**src/rtl/bcd_pkg.sv**
```systemverilog
package bcd_pkg;
  typedef enum logic {
    SRC_XFER  = 1'b0,
    SRC_TIMER = 1'b1
  } smp_src_e;
endpackage

```
**src/rtl/bcd_line_sync.sv**
```systemverilog
module bcd_line_sync #(
  parameter int STAGES = 2
) (
  input  logic clk,
  input  logic rst_n,
  input  logic rxd_pin,
  input  logic txd_lvl,
  input  logic frame_act,
  output logic rxd_s,
  output logic rxd_rise,
  output logic txd_d,
  output logic act_d
);
  logic [STAGES-1:0] rx_q, rx_d, tx_q, tx_d, ac_q, ac_d;
  logic rx_last_q, rx_last_d;

  always_comb begin
    rx_d      = STAGES'({rx_q, rxd_pin});
    tx_d      = STAGES'({tx_q, txd_lvl});
    ac_d      = STAGES'({ac_q, frame_act});
    rx_last_d = rx_q[STAGES-1];
  end

  always_ff @(posedge clk or negedge rst_n) begin
    if (!rst_n) begin
      rx_q      <= '0;
      tx_q      <= '0;
      ac_q      <= '0;
      rx_last_q <= 1'b0;
    end else begin
      rx_q      <= rx_d;
      tx_q      <= tx_d;
      ac_q      <= ac_d;
      rx_last_q <= rx_last_d;
    end
  end

  assign rxd_s    = rx_q[STAGES-1];
  assign txd_d    = tx_q[STAGES-1];
  assign act_d    = ac_q[STAGES-1];
  assign rxd_rise = rx_q[STAGES-1] & ~rx_last_q;
endmodule

```
**src/rtl/bcd_strobe_sel.sv**
```systemverilog
module bcd_strobe_sel
  import bcd_pkg::*;
(
  input  logic clk,
  input  logic rst_n,
  input  logic xfer_clk,
  input  logic tmr_uflow,
  input  logic smp_sel,
  output logic strobe
);
  logic     xclk_q, xclk_d, xrise;
  smp_src_e src;

  always_comb begin
    xclk_d = xfer_clk;
    xrise  = xfer_clk & ~xclk_q;
    src    = smp_src_e'(smp_sel);
    strobe = (src == SRC_TIMER) ? tmr_uflow : xrise;
  end

  always_ff @(posedge clk or negedge rst_n) begin
    if (!rst_n) xclk_q <= 1'b0;
    else        xclk_q <= xclk_d;
  end
endmodule

```
**src/rtl/bcd_coll_flag.sv**
```systemverilog
module bcd_coll_flag (
  input  logic clk,
  input  logic rst_n,
  input  logic strobe,
  input  logic act_d,
  input  logic rxd_s,
  input  logic txd_d,
  input  logic irq_clr,
  output logic hit,
  output logic flag,
  output logic irq
);
  logic flag_q, flag_d, irq_q, irq_d;

  always_comb begin
    hit    = strobe & act_d & (rxd_s ^ txd_d);
    flag_d = hit | (flag_q & ~irq_clr);
    irq_d  = hit & ~flag_q;
  end

  always_ff @(posedge clk or negedge rst_n) begin
    if (!rst_n) begin
      flag_q <= 1'b0;
      irq_q  <= 1'b0;
    end else begin
      flag_q <= flag_d;
      irq_q  <= irq_d;
    end
  end

  assign flag = flag_q;
  assign irq  = irq_q;


  coll_sets_flag_chk: assert property (@(posedge clk) disable iff (!rst_n)
    hit |=> flag_q);

  flag_sticky_chk: assert property (@(posedge clk) disable iff (!rst_n)
    flag_q && !irq_clr |=> flag_q);

  irq_on_rise_chk: assert property (@(posedge clk) disable iff (!rst_n)
    irq_q |-> $rose(flag_q));
endmodule

```
**src/rtl/bcd_tx_gate.sv**
```systemverilog
module bcd_tx_gate (
  input  logic clk,
  input  logic rst_n,
  input  logic hit,
  input  logic auto_clr_en,
  input  logic tx_en_set,
  input  logic tx_en_clr,
  input  logic tx_req,
  input  logic start_sync_en,
  input  logic rx_rise,
  output logic tx_en,
  output logic tx_start
);
  logic en_q, en_d, pend_q, pend_d, start_q, start_d;

  always_comb begin
    en_d = en_q;
    if (tx_en_set)         en_d = 1'b1;
    if (tx_en_clr)         en_d = 1'b0;
    if (hit && auto_clr_en) en_d = 1'b0;

    pend_d = pend_q;
    if (tx_req && en_q && start_sync_en) pend_d = 1'b1;
    if (pend_q && rx_rise)               pend_d = 1'b0;
    if (!en_d)                           pend_d = 1'b0;

    start_d = (tx_req & en_q & ~start_sync_en) | (pend_q & rx_rise & en_d);
  end

  always_ff @(posedge clk or negedge rst_n) begin
    if (!rst_n) begin
      en_q    <= 1'b0;
      pend_q  <= 1'b0;
      start_q <= 1'b0;
    end else begin
      en_q    <= en_d;
      pend_q  <= pend_d;
      start_q <= start_d;
    end
  end

  assign tx_en    = en_q;
  assign tx_start = start_q;


  auto_clear_chk: assert property (@(posedge clk) disable iff (!rst_n)
    hit && auto_clr_en |=> !en_q);

  direct_start_chk: assert property (@(posedge clk) disable iff (!rst_n)
    tx_req && en_q && !start_sync_en |=> start_q);

  pend_wait_chk: assert property (@(posedge clk) disable iff (!rst_n)
    pend_q && !rx_rise && !tx_req |=> !start_q);

  start_needs_en_chk: assert property (@(posedge clk) disable iff (!rst_n)
    start_q |-> en_q);
endmodule

```
**src/rtl/uart_bus_collision_det.sv**
```systemverilog
module uart_bus_collision_det #(
  parameter int SYNC_STAGES = 2
) (
  input  logic clk,
  input  logic rst_n,
  input  logic rxd_pin,
  input  logic txd_lvl,
  input  logic frame_act,
  input  logic xfer_clk,
  input  logic tmr_uflow,
  input  logic smp_sel,
  input  logic auto_clr_en,
  input  logic start_sync_en,
  input  logic tx_en_set,
  input  logic tx_en_clr,
  input  logic tx_req,
  input  logic irq_clr,
  output logic tx_en,
  output logic tx_start,
  output logic coll_flag,
  output logic coll_irq
);
  localparam int RST_STAGES = 2;

  logic [RST_STAGES-1:0] rst_pipe_q;
  logic                  rst_s_n;
  logic rxd_s, rxd_rise, txd_d, act_d, strobe, hit;

  always_ff @(posedge clk or negedge rst_n) begin
    if (!rst_n) rst_pipe_q <= '0;
    else        rst_pipe_q <= RST_STAGES'({rst_pipe_q, 1'b1});
  end
  assign rst_s_n = rst_pipe_q[RST_STAGES-1];

  bcd_line_sync #(.STAGES(SYNC_STAGES)) sync_i (
    .clk(clk), .rst_n(rst_s_n), .rxd_pin(rxd_pin), .txd_lvl(txd_lvl),
    .frame_act(frame_act), .rxd_s(rxd_s), .rxd_rise(rxd_rise),
    .txd_d(txd_d), .act_d(act_d)
  );

  bcd_strobe_sel strobe_i (
    .clk(clk), .rst_n(rst_s_n), .xfer_clk(xfer_clk), .tmr_uflow(tmr_uflow),
    .smp_sel(smp_sel), .strobe(strobe)
  );

  bcd_coll_flag flag_i (
    .clk(clk), .rst_n(rst_s_n), .strobe(strobe), .act_d(act_d),
    .rxd_s(rxd_s), .txd_d(txd_d), .irq_clr(irq_clr), .hit(hit),
    .flag(coll_flag), .irq(coll_irq)
  );

  bcd_tx_gate gate_i (
    .clk(clk), .rst_n(rst_s_n), .hit(hit), .auto_clr_en(auto_clr_en),
    .tx_en_set(tx_en_set), .tx_en_clr(tx_en_clr), .tx_req(tx_req),
    .start_sync_en(start_sync_en), .rx_rise(rxd_rise),
    .tx_en(tx_en), .tx_start(tx_start)
  );
endmodule

```
**config.mk**
```make
export PLATFORM = sky130hd
export DESIGN_NAME = uart_bus_collision_det
export DESIGN_NICKNAME = d
export VERILOG_FILES = /design/src/rtl/bcd_pkg.sv /design/src/rtl/bcd_line_sync.sv /design/src/rtl/bcd_strobe_sel.sv /design/src/rtl/bcd_coll_flag.sv /design/src/rtl/bcd_tx_gate.sv /design/src/rtl/uart_bus_collision_det.sv
export SDC_FILE = /design/constraint.sdc
export NUM_CORES = 1
export LEC_CHECK = 0
export ABC_AREA = 1
export BUFFER_PORTS_ARGS = -buffer_cell sky130_fd_sc_hd__clkbuf_2
export CAP_MARGIN = 10
export CORE_AREA = 2 2 39 41
export CTS_CLUSTER_DIAMETER = 200
export CTS_CLUSTER_SIZE = 12
export DETAILED_ROUTE_END_ITERATION = 8
export DIE_AREA = 0 0 41 43
export PLACE_DENSITY = 0.71
export SKIP_LAST_GASP = 1
export SYNTH_ARGS = -nofsm -noshare
export SYNTH_HDL_FRONTEND = slang
export SYNTH_SLANG_ARGS = --single-unit
```
**constraint.sdc**
```tcl
create_clock -name clk -period 0.8 [get_ports clk]
set_input_delay 0.12 -clock clk [delete_from_list [all_inputs] [get_ports clk]]
set_output_delay 0.12 -clock clk [all_outputs]
set_load 0.01 [all_outputs]
```
==> impl_metrics.toml <==
[cells_and_area]
multi_input_area_um2 = 113
num_antenna_cells = 0
regArea_um2 = 375
fillers = 126
post-route-util_pct = 51.8
layout.nets = 87
drive_above_1_share_pct = 36.1
stdcell_count = 88
syn_to_final_growth_pct = 41.1

[die]
dieArea_mm2 = 0.00176
pin_count = 18
start_util_pct = 36.7
die_width_um = 41
rows = 14
die_h_um = 43
fp.coreArea_mm2 = 0.00138

[worst_setup_path]
startpoint_type = "flop"
worstPathArrival_ps = 1120
rrSetupSlack_ps = -150
cp.buffers_inverters = 1
criticalPathCategory = "flop to flop"
timing.rr.end = "gate_i.tx_en"
worstPathRequired_ps = 970
rr_worst_depth = 6
crit_fanout = 4
endpoint_kind = "flop"
crit_top_cell = "nand2_1"
slowest_stage = "dfrtp_1"
max_stage_delay_ps = 410
crit_path_cell_trace = "nand2_1 > nand2_1 > nor2_2 > nand3_2 > nand2_1 > inv_1"
critical-path-top-delay-family = "flip-flops"
r2r-start = "sync_i.rx_q[1]"

[timing]
fin_skew_ps = 0.614
slew_violations = 0
setup_viol = 9
holdWs_ps = 55.0
max_freq_mhz = 1050
rsz0062_at_grt = "true"
finalHoldViolCount = 0
post-route-min-period_ps = 950
fin_tns_setup_ps = -1020
min_period_over_period_pct = 119
fin_ws_ps = -150

[clocking]
cts_tree = "built"
h-tree-depth = 1
cts-root-buf = "clkbuf_4"
insertion_delay_ps = 270
clock_path_buffers = 2
clock-sinks = 15
cts_buffers = 3
clk_pin_slew_ps = 80

[global_route]
grt_pass1_vias = 344
grt_overflow = 0
grt_pass1_wl_um = 1240
grt_use_total_pct = 11.2
grt_max_degree = 11
antenna_found_initial = 0

[route]
drcViolationCount = 0
wl_per_cell_um = 9.00
wl_um = 792
drt_first_pass_iters = 1
drtAntennaViolNets = 0
viasPerCell = 4.23
vias = 372
first_iter_violations = 0

[outcome]
status = "complete, but fails checks"
violations = "negative setup slack"

[pwr]
clockPowerShare_pct = 29.9
power_density_mw_per_mm2 = 1900
swShare_pct = 21.8
p_seq_share_pct = 59.9
pwr-share-comb_pct = 10.2
power_leakage_nw = 0.382
p_sw_mw = 0.297
peakVddDrop_mv = 1.04
p_int_mw = 1.07

[synth]
syn_nets = 57
postSynth.asyncResetShare_pct = 100
synth_area_per_cell_um2 = 11.8
synth_flop_cell = "dfrtp_1"
synth_commonest_cells = "15 x dfrtp_1, 7 x nand2_1, 6 x inv_1"
ys_seq_elements = 15
ys_seq_area_share_pct = 73.9
synth-edff-count = 0
ys_warn_count = 0
synthMostInstantiatedCell = "dfrtp_1"
synthTopCellsByArea = "dfrtp_1 74%, nand2_1 5.2%, inv_1 4.4%"
syn_area_um2 = 508
synth_top_area_share_pct = 73.9
syn_inst = 43
ys_types = 12
synth_top_cell_by_area = "dfrtp_1"

[flow_run]
maxCapViolCount = 0

[placement]
placed_cells = 77
place_congestion = 0.629
portBuffers = 17
place_ws_ps = -149
dp_hpwl_um = 578

[min_path]
hp-class = "flop to async pin"
## registers in the layout, indices dropped and copies added, names as in the netlist
signal,count
flag_i.flag,1
strobe_i.xclk_q,1
sync_i.rx_last_q,1
sync_i.ac_q,2
gate_i.pend_q,1
flag_i.irq,1
sync_i.tx_q,2
sync_i.rx_q,2
gate_i.tx_start,1
rst_pipe_q,2
gate_i.tx_en,1
## kinds of logic (layout without fill, tap and decap cells)
| kind of cell | Yosys count | count (layout) | share of synthesized area [%] |
|---|---|---|---|
| other | 1 | 1 | 0.738 |
| AOI/OAI and AO/OA | 2 | 2 | 2.46 |
| DFF | 15 | 15 | 73.9 |
| and+or+nand+nor | 19 | 19 | 18.5 |
| buffers and inverters | 6 | 35 | 4.43 |
## area by class of cell
cell class                 instances  share of cell area [%]
inverter                           6                    3.14
sequential                        15                    52.4
timing repair buffer              25                    22.3
tap                               16                    2.79
clock buffer                       4                    3.66
multi-input combinational         22                    15.7
## power by group through the flow
| stage | sequential, mW | clock, mW | combinational [mW] |
|---|---|---|---|
| 4_1_cts | 0.817 | 0.421 | 0.132 |
| 2_1_floorplan | 0.841 | 0 | 0.0374 |
| 3_5_place_dp | 0.833 | 0 | 0.109 |
| 6_report | 0.815 | 0.408 | 0.139 |
| 5_1_grt | 0.821 | 0.465 | 0.157 |
| 3_3_place_gp | 0.830 | 0 | 0.107 |
## worst reg2reg max path: stages, from the launching register on
cell     delay, ps
dfrtp_1        410
nand2_1         70
nand2_1         50
nor2_2         110
nand3_2         90
nand2_1         80
inv_1           40
## stage by stage
| stage | total power, mW | area, um2 |
|---|---|---|
| 2_1_floorplan | 0.879 | 508 |
| 3_3_place_gp | 0.936 | 621 |
| 3_5_place_dp | 0.941 | 621 |
| 4_1_cts | 1.37 | 707 |
| 5_1_grt | 1.44 | 717 |
| 6_report | 1.36 | 717 |
## layout by cell type (no fill, tap or decap)
cell type,netlist,layout
nor2_1,5,4
clkbuf_2,0,16
conb_1,1,1
dfrtp_1,15,15
clkbuf_1,0,1
nor3_2,1,1
clkbuf_4,0,3
nand2_1,7,7
inv_1,6,6
nand3_2,1,1
nor2_2,1,2
buf_4,0,2
nand3b_1,1,1
o21ai_1,0,1
a21o_1,1,1
dlygate4sd3_1,0,6
nand3_1,3,3
buf_2,0,1
## metal layers
| layer | vias to the layer above | global-route usage [%] | share of wire [%] |
|---|---|---|---|
| met3 | 2 | 4.71 | 7.8 |
| met2 | 15 | 18.1 | 51 |
| met4 | 0 | 8.00 | 0.88 |
| li1 | 189 | - | - |
| met1 | 166 | 10.6 | 40 |
| met5 | - | 0 | 0 |
## timing repair
action | CTS | global route
resized for setup | 0 | 2
hold buffers | 6 | 0
setup endpoints to repair | 9 | 9
endpoints found under the hold margin | 7 | 0
setup buffers | 0 | 1
## worst max path at each step
stage                   startpoint  cells past startpoint              end  slack, ps
floorplan           sync_i.rx_q[1]                      6  gate_i.tx_start        -90
global placement    sync_i.rx_q[1]                      6  gate_i.tx_start       -130
detailed placement  sync_i.rx_q[1]                      6     gate_i.tx_en       -150
CTS                 sync_i.rx_q[1]                      6     gate_i.tx_en       -160
global route        sync_i.rx_q[1]                      6  gate_i.tx_start       -200
finish              sync_i.rx_q[1]                      6     gate_i.tx_en       -150
(Power assumes the default switching activity.)
